==> config.mk <==
export PLATFORM = sky130hd
export DESIGN_NAME = pwm_fault_guard
export DESIGN_NICKNAME = d
export VERILOG_FILES = /design/src/rtl/pwm_fault_pkg.sv /design/src/rtl/fault_sync.sv /design/src/rtl/fault_chan.sv /design/src/rtl/pin_drive.sv /design/src/rtl/pwm_fault_guard.sv
export SDC_FILE = /design/constraint.sdc
export NUM_CORES = 1
export LEC_CHECK = 0
export ABC_AREA = 1
export BUFFER_PORTS_ARGS = -buffer_cell sky130_fd_sc_hd__buf_2
export CAP_MARGIN = 20
export CORE_UTILIZATION = 46
export CTS_CLUSTER_DIAMETER = 30
export CTS_CLUSTER_SIZE = 30
export DETAILED_ROUTE_END_ITERATION = 8
export GPL_TIMING_DRIVEN = 0
export PLACE_DENSITY_LB_ADDON = 0.12
export SLEW_MARGIN = 20
export SYNTH_ARGS = -nofsm -noshare
export SYNTH_HDL_FRONTEND = slang
export SYNTH_HIERARCHICAL = 1
export SYNTH_SLANG_ARGS = --single-unit
==> constraint.sdc <==
create_clock -name clk -period 2.3 [get_ports clk]
set_clock_uncertainty 0.2 [all_clocks]
set_input_delay 0 -clock clk [delete_from_list [all_inputs] [get_ports clk]]
set_output_delay 0 -clock clk [all_outputs]
set_load 0.02 [all_outputs]
==> src/rtl/pwm_fault_pkg.sv <==
package pwm_fault_pkg;

    localparam int N_FLT = 2;

    // per-fault configuration, en in bit 0 and cycle-by-cycle mode in bit 1
    typedef struct packed {
        logic cbc;
        logic en;
    } flt_cfg_t;

    // pin-enable value loaded at reset when the pins start out driven
    function automatic logic [2:0] rst_pin_code(input int n_out);
        return (n_out >= 8) ? 3'b101 : 3'b100;
    endfunction

    // number of pins that a pin-enable value switches on
    function automatic int oe_count(input logic [2:0] v);
        return (v == 3'd0) ? 0 : 2 * (int'(v) - 1);
    endfunction

endpackage

==> src/rtl/fault_sync.sv <==
module fault_sync #(
    parameter int STAGES = 2
) (
    input  logic clk,
    input  logic rst,
    input  logic fault_n,
    output logic lvl
);
    logic [STAGES-1:0] q;

    always_ff @(posedge clk) begin
        if (rst) q <= '0;
        else     q <= {q[STAGES-2:0], ~fault_n};
    end

    assign lvl = q[STAGES-1];
endmodule

==> src/rtl/fault_chan.sv <==
module fault_chan
    import pwm_fault_pkg::*;
(
    input  logic     clk,
    input  logic     rst,
    input  logic     lvl,
    input  flt_cfg_t cfg,
    input  logic     period_start,
    input  logic     clr,
    output logic     status,
    output logic     shut
);
    logic hold_q, status_q;
    logic set_c, rel_c;

    assign set_c = cfg.en & lvl;
    assign rel_c = cfg.en & hold_q & ~lvl & period_start & (cfg.cbc | ~status_q);

    always_ff @(posedge clk) begin
        if (rst) begin
            hold_q   <= 1'b0;
            status_q <= 1'b0;
        end else begin
            if (!cfg.en)    hold_q <= 1'b0;
            else if (set_c) hold_q <= 1'b1;
            else if (rel_c) hold_q <= 1'b0;

            if (set_c)                status_q <= 1'b1;
            else if (rel_c & cfg.cbc) status_q <= 1'b0;
            else if (clr & ~lvl)      status_q <= 1'b0;
        end
    end

    assign status = status_q;
    assign shut   = cfg.en & (lvl | hold_q);

    // an enabled, synchronised fault sets status on the next edge
    p_status_set_r4: assert property (@(posedge clk) disable iff (rst)
        (cfg.en && lvl) |=> status_q);

    // a clear while the fault is still low leaves status set
    p_clr_ignored_r7: assert property (@(posedge clk) disable iff (rst)
        (status_q && lvl && clr) |=> status_q);

    // a latched fault with status still set cannot release
    p_latched_waits_r6: assert property (@(posedge clk) disable iff (rst)
        (cfg.en && !cfg.cbc && hold_q && status_q) |=> (hold_q || !cfg.en));

    // a hold that drops while enabled always drops on a period start
    p_release_on_period_r8: assert property (@(posedge clk) disable iff (rst)
        (!hold_q && $past(hold_q) && $past(cfg.en) && cfg.en) |-> $past(period_start));
endmodule

==> src/rtl/pin_drive.sv <==
module pin_drive
    import pwm_fault_pkg::*;
#(
    parameter int N_PAIRS = 4
) (
    input  logic [N_PAIRS-1:0]   hi_dem,
    input  logic [N_PAIRS-1:0]   lo_dem,
    input  logic                 pol_hi,
    input  logic                 pol_lo,
    input  logic                 shutdown,
    input  logic [2:0]           pin_en,
    output logic [2*N_PAIRS-1:0] pin_out,
    output logic [2*N_PAIRS-1:0] pin_oe
);
    for (genvar k = 0; k < N_PAIRS; k++) begin : g_pair
        assign pin_out[2*k]   = ~((hi_dem[k] & ~shutdown) ^ pol_hi);
        assign pin_out[2*k+1] = ~((lo_dem[k] & ~shutdown) ^ pol_lo);
        assign pin_oe[2*k]    = oe_count(pin_en) > 2*k;
        assign pin_oe[2*k+1]  = oe_count(pin_en) > 2*k + 1;
    end
endmodule

==> src/rtl/pwm_fault_guard.sv <==
module pwm_fault_guard
    import pwm_fault_pkg::*;
#(
    parameter int NUM_OUT     = 8,
    parameter int SYNC_STAGES = 2
) (
    input  logic                 clk,
    input  logic                 rst,
    input  logic                 rst_oe_cfg,
    input  logic [NUM_OUT/2-1:0] pwm_hi,
    input  logic [NUM_OUT/2-1:0] pwm_lo,
    input  logic                 pol_hi,
    input  logic                 pol_lo,
    input  logic                 period_start,
    input  logic                 flt_a_n,
    input  logic                 flt_b_n,
    input  logic                 cfg_wr,
    input  logic [3:0]           cfg_wdata,
    input  logic                 clr_wr,
    input  logic [1:0]           clr_mask,
    input  logic                 oe_wr,
    input  logic [2:0]           oe_wdata,
    output logic [NUM_OUT-1:0]   pin_out,
    output logic [NUM_OUT-1:0]   pin_oe,
    output logic [1:0]           flt_status,
    output logic                 shutdown
);
    localparam int         NUM_PAIRS = NUM_OUT / 2;
    localparam logic [2:0] PIN_CODE  = rst_pin_code(NUM_OUT);

    logic [2*N_FLT-1:0] cfg_q;
    logic [2:0]         pin_en_q;
    logic [N_FLT-1:0]   flt_n, lvl, shut_v;
    flt_cfg_t           cfg_v [N_FLT];

    assign flt_n = {flt_b_n, flt_a_n};

    always_ff @(posedge clk) begin
        if (rst) begin
            cfg_q    <= '0;
            pin_en_q <= rst_oe_cfg ? PIN_CODE : 3'b000;
        end else begin
            if (cfg_wr) cfg_q    <= cfg_wdata;
            if (oe_wr)  pin_en_q <= oe_wdata;
        end
    end

    for (genvar ch = 0; ch < N_FLT; ch++) begin : g_flt
        assign cfg_v[ch] = flt_cfg_t'(cfg_q[2*ch +: 2]);

        fault_sync #(.STAGES(SYNC_STAGES)) u_sync (
            .clk     (clk),
            .rst     (rst),
            .fault_n (flt_n[ch]),
            .lvl     (lvl[ch])
        );

        fault_chan u_chan (
            .clk          (clk),
            .rst          (rst),
            .lvl          (lvl[ch]),
            .cfg          (cfg_v[ch]),
            .period_start (period_start),
            .clr          (clr_wr & clr_mask[ch]),
            .status       (flt_status[ch]),
            .shut         (shut_v[ch])
        );
    end

    assign shutdown = |shut_v;

    pin_drive #(.N_PAIRS(NUM_PAIRS)) u_pins (
        .hi_dem   (pwm_hi),
        .lo_dem   (pwm_lo),
        .pol_hi   (pol_hi),
        .pol_lo   (pol_lo),
        .shutdown (shutdown),
        .pin_en   (pin_en_q),
        .pin_out  (pin_out),
        .pin_oe   (pin_oe)
    );

    // in shutdown every pin sits at its inactive level
    p_shut_inactive_r3: assert property (@(posedge clk) disable iff (rst)
        shutdown |-> (pin_out == {NUM_PAIRS{~pol_lo, ~pol_hi}}));

    // with both faults disabled there is never a shutdown
    p_disabled_quiet_r5: assert property (@(posedge clk) disable iff (rst)
        (cfg_q[0] == 1'b0 && cfg_q[2] == 1'b0) |-> !shutdown);

    // a zero pin-enable field drives no pin
    p_oe_none_r2: assert property (@(posedge clk) disable iff (rst)
        (pin_en_q == 3'b000) |-> (pin_oe == '0));
endmodule

==> results.ini <==
[power_and_ir_drop]
powerDensity_nw_per_um2 = 467
total_power_uw = 636
ir_worst_vdd_v = 0.000437
p_leak_uw = 0.000789

[sta]
hold_violations = 0
finalCritPeriodShare_pct = 93.9
fmax_mhz = 463
finalSetupTns_ns = 0
max-slew-margin-rel_pct = 82.7
drv_slew = 0
hold_ws_ns = 0.156
setup_viol = 0
rsz0062_at_grt = false
worstMarginPinSlew_ns = 0.259
min_period_ns = 2.16

[grt]
grt_max_degree = 13
grt_overflow_total = 0
grt_pass1_wl_mm = 2.95
grt_antenna_before_repair = 0
track_usage_pct = 19.9
grt_pass1_vias = 776

[status]
status = complete, no violations

[critical_path]
path_cells = dlygate4sd3_1 > buf_2 > nand2_1 > dlygate4sd3_1 > inv_1 > a21boi_1 > nand2_1 > dlygate4sd3_1 > a21oi_2
cp_slowest_cell = dlygate4sd3_1
r2r_setup_slack_ns = 0.67
crit_path_start_kind = input pin
rr_endpoint = g_flt[0].u_chan/status
cp_slowest_stage_delay_ns = 0.56
reg2reg_depth = 6
rr_startpoint = cfg_q[0]
path_common_cell = dlygate4sd3_1
arrival_ns = 2.17
worst-path-buf-inv = 5
endpoint_kind = flop
required_ns = 2.31
crit_type = in -> reg
critPathTopFamily = buffers and inverters
path_max_fanout = 1

[cts]
post_cts_resized = 0
postCtsSetupBuffers = 0
cts_tree = built
cts_root_buf = clkbuf_4
cts_max_level = 1
clk_pin_slew_ns = 0.08
ctsHoldBuffers = 22
cts_buffer_depth = 2
clkLatencyLatePin_ns = 0.27
cts-buffers-inserted = 3
clock_sinks = 15

[floorplanning]
start_util_pct = 49.3
rows = 15
io_pins = 47
die_w_um = 45.3
core_um2 = 1750
chipHeight_um = 45.3
die_area_um2 = 2050

[layout]
final_cell_mix = nand2_1 (49), buf_2 (45), dlygate4sd3_1 (22), inv_1 (20), nor2_1 (16)
nNetsFinal = 233
seq_area_um2 = 330
layout_commonest_cell = nand2_1
final_layout_size_suffix_gt1_share_pct = 30.9
fillers = 135
antenna_cells = 0
stdcell_count = 229
final_util_pct = 78.1
multi_input_area_um2 = 410
area_growth_pct = 58.4

[yosys]
ys_ff_latch = 15
syn_inst = 133
synthDistinctLibCells = 20
synth_top_area_share_pct = 27.9
synth_top_cell_by_area = dfxtp_1
syn_avg_cell_area_um2 = 6.47
ys_seq_area_share_pct = 38.4
synth_fp_nets = 161
synth_area_leaders = dfxtp_1 (28%), nand2_1 (21%), edfxtp_1 (10%)
synth_area_um2 = 861
yosys_warnings = 6

[hold_path]
min_to = pin_out[2]
hp-start = pwm_hi[1]
hp-class = in -> out
hold_path_depth = 4

[route]
drt-initial-drc-count = 10
num_vias = 997
route.detailed.drc = 0
vias_per_cell = 4.35
first_pass_iters = 4
detail_route.wl_per_cell_um = 8.44
wl_mm = 1.93
antenna_left = 0

[flow_run]
maxCapViolCount = 0

[placed_design]
io_buffers = 45
gp_congestion = 0.681
dp.cells = 203
hpwl_mm = 1.34

per-stage QoR:
step / instance area [um^2] / setup slack [ns]
after floorplan: 861 / 0.815
after global placement: 1120 / 0.780
after detailed placement: 1120 / 0.753
after CTS: 1360 / 0.143
after global routing: 1360 / 0.0682
final: 1360 / 0.140
how the worst max path moves through the flow:
| stage | startpoint | endpoint | slack (ns) | cells after the start |
|---|---|---|---|---|
| after floorplan | g_flt[1].u_sync/q[1] | pin_out[0] | 0.82 | 7 |
| after global placement | g_flt[1].u_sync/q[1] | pin_out[3] | 0.78 | 9 |
| after detailed placement | g_flt[1].u_sync/q[1] | pin_out[3] | 0.75 | 9 |
| after CTS | clr_mask[0] | g_flt[0].u_chan/status | 0.14 | 9 |
| after global routing | clr_mask[0] | g_flt[0].u_chan/status | 0.07 | 9 |
| final | clr_mask[0] | g_flt[0].u_chan/status | 0.14 | 9 |
tightest hold or removal path, delay by kind of cell:
family                 cells  cell delay (ns)
buffers and inverters      2             0.24
AND/OR/NAND/NOR            2             0.13
layout make-up:
| class | count | area share [%] |
|---|---|---|
| Inverter | 22 | 6.06 |
| Multi-Input combinational cell | 91 | 30.1 |
| Sequential cell | 15 | 24.2 |
| Timing Repair Buffer | 67 | 32.7 |
| Clock buffer | 4 | 1.93 |
| Tap cell | 25 | 2.29 |
| Buffer | 5 | 2.75 |
routing by layer:
metal / track usage (%) / share of wire [%] / vias up
met4: 7.27 / 0 / 0
met2: 37.1 / 49 / 34
met5: 0 / 0 / -
met3: 3.60 / 4.8 / 0
li1: - / - / 539
met1: 22.2 / 46 / 424
logic make-up after synthesis:
logic type             share of synthesized area, %
and+or+nand+nor                                42.2
buffers and inverters                          14.0
DFF                                            38.4
AOI/OAI and AO/OA                              5.52
power breakdown:
group	leakage, uW	switching [uW]	internal [uW]	total [uW]
Combinational	0.000644	110	91.5	201
Sequential	0.000130	7.84	284	291
Clock	0.0000150	76.7	67.1	144
registers in the layout, indices dropped and copies added (netlist names):
name	flops
cfg_q	4
g_flt.u_sync/q	4
pin_en_q	3
g_flt.u_chan/hold_q	2
g_flt.u_chan/status	2
Yosys cell counts, drive strengths merged:
cell and number:
or2 2, nand3 10, dfxtp 12, inv 22
nand2 51, nand3b 2, buf 3, edfxtp 3
a21oi 3, o21ai 2, clkbuf 2, a21boi 2
nor2 19
Note: power is estimated with default switching activity, not from simulation.
